===== config.mk =====
export PLATFORM = sky130hd
export DESIGN_NAME = phy_cfg_loader
export DESIGN_NICKNAME = d
export VERILOG_FILES = /design/src/rtl/phy_cfg_pkg.sv /design/src/rtl/phy_cfg_word_class.sv /design/src/rtl/phy_cfg_timer.sv /design/src/rtl/phy_cfg_loader.sv
export SDC_FILE = /design/constraint.sdc
export NUM_CORES = 1
export LEC_CHECK = 0
export BUFFER_PORTS_ARGS = -buffer_cell sky130_fd_sc_hd__buf_2
export CELL_PAD_IN_SITES_DETAIL_PLACEMENT = 0
export CELL_PAD_IN_SITES_GLOBAL_PLACEMENT = 1
export CORE_UTILIZATION = 35
export DETAILED_ROUTE_END_ITERATION = 8
export PLACE_DENSITY = 0.7
export SLEW_MARGIN = 10
export SYNTH_ARGS = -nofsm -noshare
export SYNTH_HDL_FRONTEND = slang
export SYNTH_SLANG_ARGS = --single-unit

===== constraint.sdc =====
create_clock -name clk -period 1.86 [get_ports clk]
set_input_delay 0.279 -clock clk [delete_from_list [all_inputs] [get_ports clk]]
set_output_delay 0.279 -clock clk [all_outputs]
set_load 0.02 [all_outputs]

===== src/rtl/phy_cfg_pkg.sv =====
package phy_cfg_pkg;

   typedef logic [31:0] word_t;

   typedef enum logic [3:0] {
      ST_IDLE,
      ST_RD_ADDR,
      ST_LD_ADDR,
      ST_CHECK,
      ST_RD_WORD,
      ST_DECODE,
      ST_WRITE,
      ST_KICK_LO,
      ST_SETTLE,
      ST_KICK_HI,
      ST_POLL,
      ST_DONE,
      ST_FAIL
   } ld_state_e;

endpackage


===== src/rtl/phy_cfg_word_class.sv =====
module phy_cfg_word_class
   import phy_cfg_pkg::*;
#(
   parameter word_t END_MARK  = 32'hFFFF_FFFF,
   parameter word_t JUMP_MARK = 32'hFFFF_FFFE
) (
   input  word_t word,
   output logic  is_end,
   output logic  is_jump
);
   assign is_end  = (word == END_MARK);
   assign is_jump = (word == JUMP_MARK);
endmodule


===== src/rtl/phy_cfg_timer.sv =====
module phy_cfg_timer #(
   parameter int LIMIT = 100
) (
   input  logic clk,
   input  logic rst_n,
   input  logic run,
   output logic expired
);
   localparam int CW = (LIMIT > 1) ? $clog2(LIMIT) : 1;

   generate
      if (LIMIT <= 1) begin : g_direct
         logic unused_clk_rst;
         assign unused_clk_rst = clk ^ rst_n;
         assign expired = run;
      end else begin : g_count
         logic [CW-1:0] cnt;
         assign expired = run && (cnt == CW'(LIMIT - 1));
         always_ff @(posedge clk or negedge rst_n) begin
            if (!rst_n)        cnt <= '0;
            else if (!run)     cnt <= '0;
            else if (!expired) cnt <= cnt + 1'b1;
         end
      end
   endgenerate
endmodule


===== src/rtl/phy_cfg_loader.sv =====
module phy_cfg_loader
   import phy_cfg_pkg::*;
#(
   parameter int    TBL_AW    = 6,
   parameter word_t PHY_BASE  = 32'h0000_1000,
   parameter word_t CTRL_ADDR = 32'h0000_0800,
   parameter word_t END_MARK  = 32'hFFFF_FFFF,
   parameter word_t JUMP_MARK = 32'hFFFF_FFFE,
   parameter int    CLK_MHZ   = 50,
   parameter int    KICK_US   = 2,
   parameter int    POLL_MAX  = 4096,
   parameter int    NRST_BIT  = 0,
   parameter int    INIT_BIT  = 1
) (
   input  logic              clk,
   input  logic              rst_n,
   input  logic              start,
   output logic [TBL_AW-1:0] rom_addr,
   input  logic [31:0]       rom_rdata,
   output logic              bus_valid,
   input  logic              bus_ready,
   output logic [31:0]       bus_addr,
   output logic [31:0]       bus_wdata,
   input  logic              phy_pll_lock,
   input  logic              phy_init_busy,
   output logic              busy,
   output logic              done,
   output logic              error
);
   localparam int    KICK_CYC = CLK_MHZ * KICK_US;
   localparam word_t KICK_VAL = (word_t'(1) << NRST_BIT) | (word_t'(1) << INIT_BIT);

   initial begin
      assert (END_MARK != JUMP_MARK) else $error("end and jump markers must differ");
      assert (KICK_CYC > 0) else $error("settle time must be at least one cycle");
      assert (POLL_MAX > 0) else $error("poll budget must be positive");
      assert (PHY_BASE[1:0] == 2'b00) else $error("PHY base must be word aligned");
      assert (NRST_BIT != INIT_BIT && NRST_BIT < 32 && INIT_BIT < 32)
         else $error("kick bit positions invalid");
   end

   ld_state_e         state;
   logic [TBL_AW-1:0] ptr;
   word_t             cur_addr;
   word_t             wr_addr;
   word_t             wr_data;
   logic              is_end, is_jump;
   logic              settle_exp, poll_exp;
   logic              lock_ok;

   phy_cfg_word_class #(.END_MARK(END_MARK), .JUMP_MARK(JUMP_MARK)) class_i (
      .word    (rom_rdata),
      .is_end  (is_end),
      .is_jump (is_jump)
   );

   phy_cfg_timer #(.LIMIT(KICK_CYC)) settle_i (
      .clk     (clk),
      .rst_n   (rst_n),
      .run     (state == ST_SETTLE),
      .expired (settle_exp)
   );

   phy_cfg_timer #(.LIMIT(POLL_MAX)) poll_i (
      .clk     (clk),
      .rst_n   (rst_n),
      .run     (state == ST_POLL),
      .expired (poll_exp)
   );

   assign lock_ok   = phy_pll_lock && !phy_init_busy;
   assign rom_addr  = ptr;
   assign bus_addr  = wr_addr;
   assign bus_wdata = wr_data;
   assign bus_valid = (state == ST_WRITE) || (state == ST_KICK_LO) || (state == ST_KICK_HI);
   assign done      = (state == ST_DONE);
   assign error     = (state == ST_FAIL);
   assign busy      = !(state == ST_IDLE || state == ST_DONE || state == ST_FAIL);

   always_ff @(posedge clk or negedge rst_n) begin
      if (!rst_n) begin
         state    <= ST_IDLE;
         ptr      <= '0;
         cur_addr <= '0;
         wr_addr  <= '0;
         wr_data  <= '0;
      end else begin
         unique case (state)
            ST_IDLE, ST_DONE, ST_FAIL: begin
               if (start) begin
                  ptr   <= '0;
                  state <= ST_RD_ADDR;
               end
            end
            ST_RD_ADDR: state <= ST_LD_ADDR;
            ST_LD_ADDR: begin
               cur_addr <= rom_rdata;
               ptr      <= ptr + 1'b1;
               state    <= ST_CHECK;
            end
            ST_CHECK:   state <= (cur_addr < PHY_BASE) ? ST_FAIL : ST_RD_WORD;
            ST_RD_WORD: state <= ST_DECODE;
            ST_DECODE: begin
               ptr <= ptr + 1'b1;
               if (is_end) begin
                  wr_addr <= CTRL_ADDR;
                  wr_data <= '0;
                  state   <= ST_KICK_LO;
               end else if (is_jump) begin
                  state <= ST_RD_ADDR;
               end else begin
                  wr_addr <= cur_addr;
                  wr_data <= rom_rdata;
                  state   <= ST_WRITE;
               end
            end
            ST_WRITE: begin
               if (bus_ready) begin
                  cur_addr <= cur_addr + 32'd4;
                  state    <= ST_CHECK;
               end
            end
            ST_KICK_LO: if (bus_ready) state <= ST_SETTLE;
            ST_SETTLE: begin
               if (settle_exp) begin
                  wr_data <= KICK_VAL;
                  state   <= ST_KICK_HI;
               end
            end
            ST_KICK_HI: if (bus_ready) state <= ST_POLL;
            ST_POLL: begin
               if (lock_ok)       state <= ST_DONE;
               else if (poll_exp) state <= ST_FAIL;
            end
            default: state <= ST_IDLE;
         endcase
      end
   end
endmodule


==> flow_metrics.tcl <==
set metrics [dict create \
    syn_area_sq_mm 0.00599 \
    power_w 0.0148 \
    core_area_sq_mm 0.0166 \
    tns_ns -3.01 \
    max_freq_mhz 485 \
    synthMostInstantiatedCell "dfrtp_1" \
    synth_nets 618 \
    cts.sinks 125 \
    seq_area_frac_synth_pct 52.2 \
    setup_ws_ns -0.202 \
    slew_violations 0 \
    power.density_mw_per_mm2 1740 \
    yosys-top-cells-count "dfrtp_1 (125), a22o_1 (61), nor2_1 (42)" \
    drv_cap 0 \
    synth_ff_type "dfrtp_1" \
    rsz0062_at_grt "yes" \
    violations "negative setup slack" \
    critPathMaxStageDelay_ns 0.56 \
    fp.dieH_um 133 \
    grt-ovfl-total 0 \
    slowest_stage "or4b_4" \
    clk_pin_slew_worst_paths_ns 0.06 \
    ys_top_cells_by_area "dfrtp_1 (52%), a22o_1 (8.9%), a21oi_1 (3.3%)" \
    dpl_cell_area_sq_mm 0.00753 \
    grt_max_degree 55 \
    final_cell_area_sq_mm 0.00850 \
    die_w_um 133 \
    p_leak_nw 3.95 \
    wirelength_mm 18.5 \
    drive_above_1_share_pct 38.8 \
    critical_path_arrival_ns 2.36 \
    cts_made_buffers 17 \
    period_minus_slack_ns 2.06 \
    relSlewSlack_pct 67.1 \
    num_rows 47 \
    ir_drop_mv 0.946 \
    yosys.area.top_type "dfrtp_1" \
    critPathRequiredTime_ns 2.16 \
    grt_pass1_vias 5565 \
    skew_ns 0.00621 \
    crit_chain "or4b_4 -> buf_6 -> o211ai_4 -> o221ai_2 -> a21o_1 -> mux2_4" \
    finalHoldViolations 0 \
    insertedDiodeCount 0 \
    firstDrtPassIters 4 \
    worst_setup_path_start_kind "flip-flop" \
    port_buffers 111 \
    cp-end-kind "flip-flop" \
    tightestPinTransition_ns 0.487 \
    floorplan.initialDensity_pct 36.0 \
    finalNetCount 820 \
    root_buffer "clkbuf_16" \
    vias 5491 \
    cp_max_fo 4 \
    timing.hold.ws_ns 0.125 \
    post_drt_wl_per_cell_um 18.3 \
    ios 112 \
    synth-edff-count 0 \
    grt_pass1_wl_mm 29.3 \
    cts_tree "built" \
    syn_inst 576 \
    clk_path_buf_depth 2 \
    ys_seq_elements 125 \
    drc 0 \
    antenna_found_initial 0 \
    hold_path.class "input pin to flip-flop" \
    setup_viol 36 \
    drtIter0Drc 339 \
    worst-setup-path-type "flip-flop to flip-flop" \
    die_area_sq_mm 0.0176 \
    fillers 1530 \
    via_per_inst 5.43 \
    routabilityCongestion 0.857 \
    fin_crit_sh_pct 111 \
    grt_usage_pct 21.3 \
    synth_area_per_cell_sq_um 10.4 \
    synth_top_area_share_pct 52.2 \
    synth.distinct_cells 67 \
    synthArstFlopShare_pct 100 \
    status "finished, violations left" \
    yosysWarnings 0 \
    ant_nets 0 \
    area_growth_pct 41.9 \
    dp_hpwl_mm 12.9 \
    cts.htree.levels 4 \
    dp_slack_ns -0.136 \
    clock_latency_ns 0.42 \
]
## per-stage QoR
stage,instances,util [%]
6_report,1011,51.1
5_1_grt,1011,51.1
4_1_cts,1005,49.7
3_5_place_dp,968,45.2
3_3_place_gp,968,45.2
2_1_floorplan,576,-
## worst paths after layout
path / slack [ns] / depth (start not counted) / start / to
max: -0.20 / 6 / settle_i.g_count.cnt[2] / state[0]
min: 0.12 / 2 / rom_rdata[0] / bus_wdata[0]
max reg2reg: -0.20 / 6 / settle_i.g_count.cnt[2] / state[0]
min reg2reg: 0.48 / 2 / cur_addr[1] / cur_addr[1]
max in group asynchronous: 1.01 / 3 / rst_n / state[3]
min in group asynchronous: 0.26 / 2 / rst_n / settle_i.g_count.cnt[0]
## layout make-up
class / instances / area, sq um / area share [%]
sequential: 125 / 3130 / 36.9
inverter: 7 / 26.3 / 0.309
clock inverter: 14 / 193 / 2.27
timing repair buffer: 222 / 1530 / 18.0
tap: 220 / 275 / 3.24
clock buffer: 18 / 439 / 5.17
multi-input combinational: 405 / 2900 / 34.1
## state kept, by name, summed over array words and instances, names as in the netlist
name and cells:
cur_addr 32, rom_addr 6, settle_i.g_count.cnt 7, poll_i.g_count.cnt 12, bus_addr 32, bus_wdata 32, state 4
## layer usage
| layer | vias to the layer above | wire length [um] | track usage (%) |
|---|---|---|---|
| met5 | - | 0 | 0 |
| met4 | 0 | 187 | 7.73 |
| met2 | 159 | 9210 | 34.5 |
| met3 | 18 | 972 | 4.94 |
| li1 | 2588 | - | - |
| met1 | 2726 | 8090 | 27.6 |
## cells in the final DEF, fill, tap and decap left out, types with 6 or more instances in the layout
| cell | count |
|---|---|
| inv_1 | 7 |
| a21oi_1 | 38 |
| nand3_1 | 26 |
| a22o_1 | 61 |
| xnor2_1 | 6 |
| nand4_1 | 18 |
| buf_12 | 7 |
| o22ai_1 | 10 |
| nor4_1 | 8 |
| buf_6 | 6 |
| buf_2 | 109 |
| nor2_1 | 38 |
| nor3_1 | 9 |
| o21ai_0 | 24 |
| clkbuf_16 | 18 |
| and3_1 | 14 |
| a2bb2oi_1 | 8 |
| nand2_1 | 36 |
| xor2_1 | 10 |
| dfrtp_1 | 121 |
| buf_4 | 97 |
## power by group
part,internal [W],leakage [nW],switching [W]
clock network,0.00228,0.302,0.00128
logic,0.00294,2.09,0.00356
registers,0.00383,1.55,0.000927
## cell families after synthesis
kind of cell    count (synthesis)  synth area share [%]
simple gates                  197                  18.1
flops                         125                  52.2
buf+inv                        46                  3.30
mux                             7                  1.25
xor+xnor                       16                  2.34
compound gates                181                  22.0
fa+ha+maj                       4                 0.835
## worst max-delay path: cells and delay by family (launching register included)
kind	cells	cell delay, ns
and+or+nand+nor	1	0.56
AOI/OAI and AO/OA	3	0.54
buffers and inverters	1	0.14
DFF	1	0.39
muxes	1	0.32
## timing repair
| action | CTS | global route |
|---|---|---|
| buffers inserted | 4 | 5 |
| resized for setup | 20 | 35 |
| hold buffers | 1 | 0 |
| endpoints found under the hold margin | 57 | 0 |
| endpoints found under the setup margin | 51 | 74 |
| cloned | 0 | 2 |
| pin swaps | 3 | 7 |
No activity file was read; power rests on OpenSTA's default activity.
